[config.mk]
export PLATFORM = sky130hd
export DESIGN_NAME = sdcmd_engine
export DESIGN_NICKNAME = d
export VERILOG_FILES = /design/src/rtl/sdcmd_pkg.sv /design/src/rtl/sdcmd_crc7.sv /design/src/rtl/sdcmd_tx.sv /design/src/rtl/sdcmd_rx.sv /design/src/rtl/sdcmd_engine.sv
export SDC_FILE = /design/constraint.sdc
export NUM_CORES = 1
export LEC_CHECK = 0
export BUFFER_PORTS_ARGS = -buffer_cell sky130_fd_sc_hd__buf_2
export CAP_MARGIN = 20
export CORE_MARGIN = 5
export CORE_UTILIZATION = 25
export CTS_BUF_LIST = sky130_fd_sc_hd__clkbuf_4
export DETAILED_ROUTE_END_ITERATION = 8
export PLACE_DENSITY_LB_ADDON = 0.3
export SYNTH_ARGS = -nofsm -noshare
export SYNTH_HDL_FRONTEND = slang
export SYNTH_SLANG_ARGS = --single-unit
[constraint.sdc]
create_clock -name clk -period 3.14 [get_ports clk]
set_clock_uncertainty 0.15 [all_clocks]
set_input_delay 0.785 -clock clk [delete_from_list [all_inputs] [get_ports clk]]
set_output_delay 0.785 -clock clk [all_outputs]
set_load 0.03 [all_outputs]
[src/rtl/sdcmd_pkg.sv]
package sdcmd_pkg;

  localparam int CRC_W = 7;
  localparam logic [CRC_W-1:0] CRC_POLY = 7'h09;

  typedef enum logic [2:0] {
    ST_IDLE,
    ST_PEND,
    ST_SEND,
    ST_WAIT,
    ST_RECV
  } seq_state_e;

  // One serial step of the CRC7 divider, MSB of the message first.
  function automatic logic [CRC_W-1:0] crc7_step(input logic [CRC_W-1:0] c,
                                                  input logic b);
    logic fb;
    fb = b ^ c[CRC_W-1];
    crc7_step = {c[CRC_W-2:0], 1'b0} ^ (fb ? CRC_POLY : '0);
  endfunction

endpackage

[src/rtl/sdcmd_crc7.sv]
module sdcmd_crc7
  import sdcmd_pkg::*;
(
  input  logic             clk,
  input  logic             rst,
  input  logic             clr_i,
  input  logic             en_i,
  input  logic             bit_i,
  output logic [CRC_W-1:0] crc_o
);

  always_ff @(posedge clk) begin
    if (rst || clr_i) begin
      crc_o <= '0;
    end else if (en_i) begin
      crc_o <= crc7_step(crc_o, bit_i);
    end
  end

endmodule

[src/rtl/sdcmd_tx.sv]
module sdcmd_tx
  import sdcmd_pkg::*;
#(
  parameter int IDX_W = 6,
  parameter int ARG_W = 32
) (
  input  logic             clk,
  input  logic             rst,
  input  logic             load_i,
  input  logic             abort_i,
  input  logic [IDX_W-1:0] idx_i,
  input  logic [ARG_W-1:0] arg_i,
  output logic             line_o,
  output logic             oe_o,
  output logic             done_o
);

  localparam int MSG_W   = IDX_W + ARG_W + 2;
  localparam int FRAME_W = MSG_W + CRC_W + 1;
  localparam int CW      = $clog2(FRAME_W);
  localparam logic [CW-1:0] LAST = CW'(FRAME_W - 1);

  logic [MSG_W-1:0]   msg;
  logic [CRC_W-1:0]   crc;
  logic [FRAME_W-1:0] frame;
  logic [FRAME_W-1:0] sh_q;
  logic [CW-1:0]      cnt_q;

  always_comb begin
    msg = {2'b01, idx_i, arg_i};
    crc = '0;
    for (int i = MSG_W - 1; i >= 0; i--) begin
      crc = crc7_step(crc, msg[i]);
    end
    frame = {msg, crc, 1'b1};
  end

  assign done_o = oe_o && (cnt_q == LAST);

  always_ff @(posedge clk) begin
    if (rst || abort_i) begin
      sh_q   <= '0;
      cnt_q  <= '0;
      oe_o   <= 1'b0;
      line_o <= 1'b1;
    end else if (load_i) begin
      line_o <= frame[FRAME_W-1];
      sh_q   <= {frame[FRAME_W-2:0], 1'b1};
      cnt_q  <= '0;
      oe_o   <= 1'b1;
    end else if (oe_o) begin
      if (done_o) begin
        oe_o   <= 1'b0;
        line_o <= 1'b1;
      end else begin
        line_o <= sh_q[FRAME_W-1];
        sh_q   <= {sh_q[FRAME_W-2:0], 1'b1};
        cnt_q  <= cnt_q + 1'b1;
      end
    end
  end

endmodule

[src/rtl/sdcmd_rx.sv]
module sdcmd_rx
  import sdcmd_pkg::*;
#(
  parameter int IDX_W = 6,
  parameter int ARG_W = 32,
  parameter int PAY_W = 120
) (
  input  logic             clk,
  input  logic             rst,
  input  logic             begin_i,
  input  logic             run_i,
  input  logic             long_i,
  input  logic             din_i,
  output logic             done_o,
  output logic             crc_ok_o,
  output logic [IDX_W-1:0] idx_o,
  output logic [ARG_W-1:0] arg_o,
  output logic [PAY_W-1:0] pay_o
);

  localparam int SHORT_W = IDX_W + ARG_W + 10;
  localparam int LONG_W  = PAY_W + 16;
  localparam int CW      = $clog2(LONG_W + 1);
  localparam logic [CW-1:0] SHORT_LAST = CW'(SHORT_W - 1);
  localparam logic [CW-1:0] LONG_LAST  = CW'(LONG_W - 1);
  localparam logic [CW-1:0] SHORT_CEND = CW'(SHORT_W - 8);
  localparam logic [CW-1:0] LONG_CBEG  = CW'(8);
  localparam logic [CW-1:0] LONG_CEND  = CW'(LONG_W - 8);

  logic [LONG_W-2:0]  sh_q;
  logic [LONG_W-1:0]  nx;
  logic [CW-1:0]      cnt_q;
  logic               crc_en;
  logic [CRC_W-1:0]   crc;

  assign nx     = {sh_q, din_i};
  assign done_o = run_i && (cnt_q == (long_i ? LONG_LAST : SHORT_LAST));
  assign crc_en = run_i && (long_i ? (cnt_q >= LONG_CBEG && cnt_q < LONG_CEND)
                                   : (cnt_q < SHORT_CEND));

  sdcmd_crc7 u_crc (
    .clk   (clk),
    .rst   (rst),
    .clr_i (begin_i),
    .en_i  (crc_en),
    .bit_i (din_i),
    .crc_o (crc)
  );

  assign crc_ok_o = (crc == nx[CRC_W:1]);
  assign idx_o    = nx[SHORT_W-3 -: IDX_W];
  assign arg_o    = nx[ARG_W+7:8];
  assign pay_o    = nx[PAY_W+7:8];

  always_ff @(posedge clk) begin
    if (rst || begin_i) begin
      sh_q  <= '0;
      cnt_q <= begin_i ? CW'(1) : '0;
    end else if (run_i) begin
      sh_q  <= nx[LONG_W-2:0];
      cnt_q <= cnt_q + 1'b1;
    end
  end

endmodule

[src/rtl/sdcmd_engine.sv]
module sdcmd_engine
  import sdcmd_pkg::*;
#(
  parameter int IDX_W          = 6,
  parameter int ARG_W          = 32,
  parameter int PAY_W          = 120,
  parameter int TIMEOUT_CYCLES = 64
) (
  input  logic             clk,
  input  logic             rst,
  input  logic             cmd_en,
  input  logic             cmd_start,
  input  logic [IDX_W-1:0] cmd_index,
  input  logic [ARG_W-1:0] cmd_arg,
  input  logic [1:0]       reply_kind,
  input  logic             irq_mode,
  input  logic             hold_for_data,
  input  logic             suspend,
  input  logic             data_busy,
  input  logic             irq_seen,
  input  logic             cmd_in,
  output logic             cmd_out,
  output logic             cmd_oe,
  output logic             busy,
  output logic             suspend_active,
  output logic             flag_sent,
  output logic             flag_rend,
  output logic             flag_crcfail,
  output logic             flag_timeout,
  output logic [IDX_W-1:0] rsp_index,
  output logic [ARG_W-1:0] rsp_arg,
  output logic [PAY_W-1:0] rsp_long
);

  localparam int TW = $clog2(TIMEOUT_CYCLES + 1);
  localparam logic [TW-1:0] TO_LAST = TW'(TIMEOUT_CYCLES - 1);

  seq_state_e       state_q;
  logic [IDX_W-1:0] idx_q;
  logic [ARG_W-1:0] arg_q;
  logic [1:0]       kind_q;
  logic             irqw_q;
  logic             susp_q;
  logic [TW-1:0]    timer_q;

  logic             tx_load, tx_done;
  logic [IDX_W-1:0] tx_idx;
  logic [ARG_W-1:0] tx_arg;
  logic             rx_begin, rx_run, rx_done, rx_crc_ok;
  logic [IDX_W-1:0] rx_idx;
  logic [ARG_W-1:0] rx_arg;
  logic [PAY_W-1:0] rx_pay;
  logic             in_pend, in_wait;

  assign in_pend = (state_q == ST_PEND);
  assign in_wait = (state_q == ST_WAIT);
  assign busy    = (state_q != ST_IDLE);
  assign suspend_active = susp_q && busy;

  // A direct start frames the live inputs; a held start frames the latched copy.
  assign tx_idx  = (state_q == ST_IDLE) ? cmd_index : idx_q;
  assign tx_arg  = (state_q == ST_IDLE) ? cmd_arg   : arg_q;
  assign tx_load = cmd_en &&
                   (((state_q == ST_IDLE) && cmd_start && !hold_for_data) ||
                    (in_pend && !data_busy));

  sdcmd_tx #(.IDX_W(IDX_W), .ARG_W(ARG_W)) u_tx (
    .clk     (clk),
    .rst     (rst),
    .load_i  (tx_load),
    .abort_i (!cmd_en),
    .idx_i   (tx_idx),
    .arg_i   (tx_arg),
    .line_o  (cmd_out),
    .oe_o    (cmd_oe),
    .done_o  (tx_done)
  );

  assign rx_begin = cmd_en && in_wait && !cmd_in;
  assign rx_run   = cmd_en && (state_q == ST_RECV);

  sdcmd_rx #(.IDX_W(IDX_W), .ARG_W(ARG_W), .PAY_W(PAY_W)) u_rx (
    .clk      (clk),
    .rst      (rst),
    .begin_i  (rx_begin),
    .run_i    (rx_run),
    .long_i   (kind_q[1]),
    .din_i    (cmd_in),
    .done_o   (rx_done),
    .crc_ok_o (rx_crc_ok),
    .idx_o    (rx_idx),
    .arg_o    (rx_arg),
    .pay_o    (rx_pay)
  );

  always_ff @(posedge clk) begin
    if (rst) begin
      state_q      <= ST_IDLE;
      idx_q        <= '0;
      arg_q        <= '0;
      kind_q       <= '0;
      irqw_q       <= 1'b0;
      susp_q       <= 1'b0;
      timer_q      <= '0;
      flag_sent    <= 1'b0;
      flag_rend    <= 1'b0;
      flag_crcfail <= 1'b0;
      flag_timeout <= 1'b0;
      rsp_index    <= '0;
      rsp_arg      <= '0;
      rsp_long     <= '0;
    end else if (!cmd_en) begin
      state_q <= ST_IDLE;
    end else begin
      case (state_q)
        ST_IDLE: begin
          if (cmd_start) begin
            idx_q        <= cmd_index;
            arg_q        <= cmd_arg;
            kind_q       <= reply_kind;
            irqw_q       <= irq_mode;
            susp_q       <= suspend;
            flag_sent    <= 1'b0;
            flag_rend    <= 1'b0;
            flag_crcfail <= 1'b0;
            flag_timeout <= 1'b0;
            rsp_index    <= '0;
            rsp_arg      <= '0;
            rsp_long     <= '0;
            state_q      <= hold_for_data ? ST_PEND : ST_SEND;
          end
        end
        ST_PEND: begin
          if (!data_busy) state_q <= ST_SEND;
        end
        ST_SEND: begin
          if (tx_done) begin
            timer_q <= '0;
            if (kind_q[0]) begin
              state_q <= ST_WAIT;
            end else begin
              flag_sent <= 1'b1;
              state_q   <= ST_IDLE;
            end
          end
        end
        ST_WAIT: begin
          if (!cmd_in) begin
            state_q <= ST_RECV;
          end else if (irqw_q) begin
            if (irq_seen) state_q <= ST_IDLE;
          end else if (timer_q == TO_LAST) begin
            flag_timeout <= 1'b1;
            state_q      <= ST_IDLE;
          end else begin
            timer_q <= timer_q + 1'b1;
          end
        end
        ST_RECV: begin
          if (rx_done) begin
            flag_rend    <= rx_crc_ok;
            flag_crcfail <= !rx_crc_ok;
            if (kind_q[1]) begin
              rsp_long  <= rx_pay;
            end else begin
              rsp_index <= rx_idx;
              rsp_arg   <= rx_arg;
            end
            state_q <= ST_IDLE;
          end
        end
        default: state_q <= ST_IDLE;
      endcase
    end
  end

endmodule

* After elaboration in Yosys (flattened, before gate mapping)
Cells that the tools add are included. W data, S select, Z words.
Storage, ports and cells: bits of input ports 50, word-level logic and storage cells 263, output and inout bits 166, bits in registers 412
Operators by class: mux-type cells 95, magnitude comparators 3, bitwise operators 79, eq/ne operators 22, $add $sub $neg 3, reduce and logical (&&, ||, !) cells 40
Operator list (count):
- $mux W120 | 3
- $xor A7 B7 Y7 | 37
- $pmux W120 S2 | 1
- $mux W4 | 39
- $mux W48 | 3
- $mux W32 | 4
- $pmux W32 S2 | 1
- $xor A1 B1 Y1 | 37
- $mux W7 | 4
- $mux W3 | 8
- $mux W6 | 4
- $mux W8 | 3
- $ne A2 B2 Y1 const B | 11
- $reduce_and A6 Y1 | 3
- $mux W1 | 16
- $pmux W3 S5 | 1
- $reduce_and A5 Y1 | 3
- $pmux W7 S2 | 1
- $logic_and A1 B1 Y1 | 12
- $pmux W6 S2 | 1
- $reduce_bool A2 Y1 | 6
- $add A8 B1 Y8 const B | 1
- $eq A8 B8 Y1 | 1
- $ge A8 B4 Y1 const B | 1
- other kinds (27) | 41

* Depth between registers and ports, before layout
depth after elaboration 114, gate-level depth with buffers 11, mapped depth without buffers 10

* Modules after synthesis
From an unflattened synthesis, not the netlist that was laid out.
Unflattened totals: cells, all modules 2049, area, all modules 18428.9 sq um
By module, submodules not included:
- sdcmd_engine | instances 1, area an instance 8541.9 sq um, cells each 1041, seq. area each 4284.1 sq um
- sdcmd_rx | instances 1, area an instance 6256.0 sq um, cells each 628, seq. area each 2782.7 sq um
- sdcmd_tx | instances 1, area an instance 3354.5 sq um, cells each 352, seq. area each 1121.1 sq um
- sdcmd_crc7 | instances 1, area an instance 276.5 sq um, cells each 28, seq. area each 140.1 sq um

* Least setup slack after synthesis
OpenSTA, ideal clock, no wires.
path kind input -> register, start point input cmd_arg[29], end point register u_tx.sh_q[7], arrival time 3016 ps, library setup time 122 ps, stages on the path 9, buffers on the path 0, slack -149 ps, data required time 2868 ps, cells stage by stage xnor2_1 xor2_2 xnor3_1 mux2i_1 xnor3_1 xnor3_2 xor2_1 nor2_1 a211oi_2
Between the ends: word-level cells in the longest chain between the ends 46, elaborated cells on any way between the ends 58, those cells by class 15 x mux; 43 x bitwise
RTL lines:
- start: declaration | line sdcmd_engine.sv:14 | input logic [ARG_W-1:0] cmd_arg,
- $mux W32 * | line sdcmd_engine.sv:62 | assign tx_arg = (state_q == ST_IDLE) ? cmd_arg : arg_q;
- $xor A1 B1 Y1 * | line sdcmd_pkg.sv:18 | fb = b ^ c[CRC_W-1];
- $mux W4 * | line sdcmd_pkg.sv:19 | crc7_step = {c[CRC_W-2:0], 1'b0} ^ (fb ? CRC_POLY : '0);
- $xor A7 B7 Y7 * (4 in series) | line sdcmd_pkg.sv:19
- $xor A1 B1 Y1 / $xor A7 B7 Y7 (equally long branches) | line sdcmd_pkg.sv:18, sdcmd_pkg.sv:19
- $mux W4 / $xor A7 B7 Y7 (equally long branches) | line sdcmd_pkg.sv:19
- $xor A7 B7 Y7 * (4 in series) | line sdcmd_pkg.sv:19
- $xor A1 B1 Y1 / $xor A7 B7 Y7 (equally long branches) | line sdcmd_pkg.sv:18, sdcmd_pkg.sv:19
- [... 13 more ...]
- $xor A7 B7 Y7 * (4 in series) | line sdcmd_pkg.sv:19
- $xor A1 B1 Y1 / $xor A7 B7 Y7 (equally long branches) | line sdcmd_pkg.sv:18, sdcmd_pkg.sv:19
- $mux W4 / $xor A7 B7 Y7 (equally long branches) | line sdcmd_pkg.sv:19
- $xor A7 B7 Y7 * (4 in series) | line sdcmd_pkg.sv:19
- $xor A1 B1 Y1 / $xor A7 B7 Y7 (equally long branches) | line sdcmd_pkg.sv:18, sdcmd_pkg.sv:19
- $mux W4 / $xor A7 B7 Y7 (equally long branches) | line sdcmd_pkg.sv:19
- $xor A7 B7 Y7 * (6 in series) | line sdcmd_pkg.sv:19
- $mux W48 * | line sdcmd_tx.sv:46 | end else if (load_i) begin
- end signal: assignment | line sdcmd_tx.sv:48 | sh_q <= {frame[FRAME_W-2:0], 1'b1};
- end signal: assignment | line sdcmd_tx.sv:57 | sh_q <= {sh_q[FRAME_W-2:0], 1'b1};
- end: declaration | line sdcmd_tx.sv:26 | logic [FRAME_W-1:0] sh_q;
Mark *: on every way between the ends. The rest lies on a longest branch, timed or not. A chain may end at the register's enable or synchronous reset.

* Worst setup path in the final report
start point register state_q[2], end point output suspend_active
Between the ends: word-level cells in the longest chain between the ends 2
RTL lines:
- start: declaration | line sdcmd_engine.sv:38 | seq_state_e state_q;
- start signal: assignment | line sdcmd_engine.sv:130 | state_q <= hold_for_data ? ST_PEND : ST_SEND;
- $reduce_bool A3 Y1 | line sdcmd_engine.sv:57 | assign busy = (state_q != ST_IDLE);
- $logic_and A1 B1 Y1 | line sdcmd_engine.sv:58 | assign suspend_active = susp_q && busy;
- end: declaration | line sdcmd_engine.sv:25 | output logic suspend_active,
Every way passes these cells.

==> summary.txt <==
Critical path
  – CP max-delay cell: dfxtp_2
  – Critical Path RT: 2.20 ns
  – Crit Path Max Fanout: 9
  – Setup crit end kind: output pin
  – Most used cell, CP: buf_12
  – Max incr delay on CP: 0.33 ns
  – Cell Chain, Critical Path: nor3_4, buf_12, inv_4, buf_12, and2_1, buf_6
  – WS Path Type: reg2out
  – CP Launch Type: flip-flop
  – Crit path DAT: 2.03 ns

STA
  – Min Hold Slack: 0.1396 ns
  – RSZ-0062 raised after global routing: false
  – Rel. slew slack: 32.87%
  – Fin. max-slew vios: 0
  – Setup-failing EPs final: 0
  – Final WS setup: 0.1793 ns
  – Tightest Pin Transition: 1.007 ns
  – F_max: 337.8 MHz
  – Fin crit share: 94.29%
  – Final min period: 2.961 ns
  – Final Hold Viols: 0

Floorplan
  – Io pins: 216
  – Die area: 72,020 um2
  – Rows: 94
  – Total core area: 65,980 um2
  – Die width: 268.4 um
  – Initial core utilization: 25.29%
  – Die Ht: 268.4 um

Clocking
  – CTS tree: yes
  – H-tree depth: 3
  – CTS clk-pin slew, worst paths: 0.06 ns
  – CTS buffer count: 114
  – Clock Latency Late Sink: 0.83 ns
  – Clock Tree Buf Depth: 3
  – Clk sink count: 412
  – Clk root buf: clkbuf_4

Routing
  – Drt wl/cell: 16.17 um
  – Total wire length: 51,740 um
  – First-pass iteration count of the detailed router: 5
  – Post-route ant nets: 0
  – DR iter-0 viols: 1,088
  – Vias: 14,900
  – Drt drc: 0
  – Via/cell ratio: 4.659

Min path
  – Hold WC Path Type: in2reg

Synth
  – Area leader, netlist: dfxtp_1
  – Post-synth EDFFs: 8
  – Synth unique cells: 51
  – Ys async rst share: 0%
  – Most common cell in the netlist: nand2_1
  – Sequential share of the synthesized area: 49.91%
  – Post-synth top cells: 529 x nand2_1, 404 x dfxtp_1, 229 x a21oi_1
  – Post-synth top area share: 48.47%
  – Largest cells by area after synthesis: dfxtp_1 48%, nand2_1 12%, a21oi_1 6.9%, a22oi_1 5.4%, nor2_1 3.7%
  – Most used DFF post-synth: dfxtp_1
  – Cells after Synth: 1,963
  – Post-Syn Area: 16,690 um2
  – Synthesized area per cell: 8.501 um2
  – Yosys warns: 0
  – Syn nets: 2,016
  – Seq cells post-synth: 412

Placement
  – GPL Wtd Cong: 0.8190
  – Port Buffers: 215
  – DP HPWL: 32,750 um
  – Pre-CTS WS: -0.2910 ns

GRT
  – Gr ovfl total: 0
  – Largest net degree at the start of global routing: 159
  – Vias in the first global route: 14,570
  – GR Util All Layers: 13.71%
  – Initial antenna violation count: 3
  – Global-route wire length before repair: 80,380 um

Power and ir drop
  – Tot Pwr: 12.38 mW
  – P_leak: 8.292 nW
  – Worst VDD drop: 309.8 uV
  – P per Cell Area: 589.3 nW/um2

Run
  – Max cap viols: 0

Finish
  – Filler instances: 6,955
  – Nets: 2,295
  – Area grow syn2layout: 25.92%
  – Layout cells sized above 1: 22.30%

Run status
  – Outcome: finished, final reports clean
[report_power, final]
| part | internal [mW] | total, mW | switching (mW) |
|---|---|---|---|
| Combinational | 1.08 | 2.11 | 1.03 |
| Clock | 2.61 | 4.92 | 2.30 |
| Sequential | 5.30 | 5.36 | 0.0524 |
[area by class of cell]
class / count / area (um2) / area share [%]
Clock buffer: 175 / 1314 / 6.252
Sequential cell: 412 / 8335 / 39.67
Multi-Input combinational cell: 1390 / 7886 / 37.53
Tap cell: 864 / 1081 / 5.145
Inverter: 3 / 13.76 / 0.06550
Timing Repair Buffer: 321 / 2206 / 10.50
Antenna cell: 3 / 7.507 / 0.03573
Clock inverter: 31 / 168.9 / 0.8039
[through the flow]
step | utilization, % | setup TNS [ns] | std cells | instance area, um2
finish | 31.85 | 0 | 3199 | 21010
global route | 31.84 | 0 | 3198 | 21010
CTS | 31.70 | 0 | 3193 | 20920
detailed placement | 28.92 | -1.594 | 2959 | 19080
global placement | 28.92 | -0.9815 | 2959 | 19080
floorplan | - | 0 | 1963 | 16710
[flip-flops by register name, summed over array words and instances, names as in the netlist, 7 cells and up]
register / flops
timer_q: 7
rsp_arg: 32
arg_q: 32
u_tx.sh_q: 48
u_rx.cnt_q: 8
rsp_long: 120
u_rx.u_crc.crc_o: 7
u_rx.sh_q: 127
[path summary, 6_finish.rpt]
kind | startpoint | slack [ns] | depth (start not counted) | end
setup / recovery | state_q[2] | 0.18 | 6 | suspend_active
hold reg to reg | timer_q[6] | 0.29 | 2 | timer_q[6]
setup reg to reg | state_q[2] | 0.19 | 10 | u_tx.sh_q[7]
hold / removal | cmd_arg[3] | 0.14 | 3 | arg_q[3]
[what timing repair did]
action / 4_1_cts / 5_1_grt
hold buffers: 24 / 0
cloned: 2 / 0
pin swaps: 1 / 2
endpoints found under the hold margin: 24 / 0
resized for setup: 9 / 10
buffers inserted: 2 / 2
endpoints found under the setup margin: 2 / 12
[placed cells by master, fill, tap and decap left out, types with 6 or more instances in the layout]
cell type / netlist / layout
a211oi_1: 16 / 16
clkbuf_4: 0 / 175
buf_4: 0 / 63
dlygate4sd3_1: 0 / 24
nor2_1: 164 / 164
nand4_1: 8 / 8
nand3_1: 49 / 49
xor2_2: 5 / 7
xnor3_1: 25 / 25
clkinv_1: 0 / 22
nor3_1: 7 / 6
buf_12: 0 / 15
mux2i_1: 30 / 28
and3_1: 44 / 43
nand2_1: 529 / 528
a22oi_1: 121 / 121
buf_2: 7 / 213
xnor2_1: 59 / 56
a311oi_1: 25 / 25
edfxtp_1: 8 / 8
dfxtp_1: 404 / 400
xor2_1: 26 / 24
a21oi_1: 229 / 227
[layer usage]
| metal | up-vias | global-route usage (%) | share of wire (%) |
|---|---|---|---|
| met4 | 2 | 4.531 | 2.0 |
| met3 | 87 | 4.193 | 7.9 |
| met5 | - | 0 | 0.025 |
| met2 | 449 | 21.66 | 45 |
| li1 | 7267 | - | - |
| met1 | 7099 | 17.99 | 45 |
[logic make-up (layout without fill, tap and decap cells)]
| kind of cell | Yosys count | in the layout | synth area share, % |
|---|---|---|---|
| simple gates | 821 | 821 | 20.03 |
| compound gates | 415 | 415 | 15.42 |
| flops | 412 | 412 | 49.91 |
| buf+inv | 161 | 530 | 3.681 |
| xor+xnor | 118 | 118 | 8.660 |
| mux | 33 | 33 | 2.069 |
| fa+ha+maj | 3 | 3 | 0.2250 |
| other cells | 0 | 3 | 0 |
[worst max-delay path: cells and delay by family (launching register included)]
kind	cells	cell delay (ns)
buffers and inverters	4	0.50
and+or+nand+nor	2	0.39
DFF	1	0.33
No activity file was read; power rests on OpenSTA's default activity.
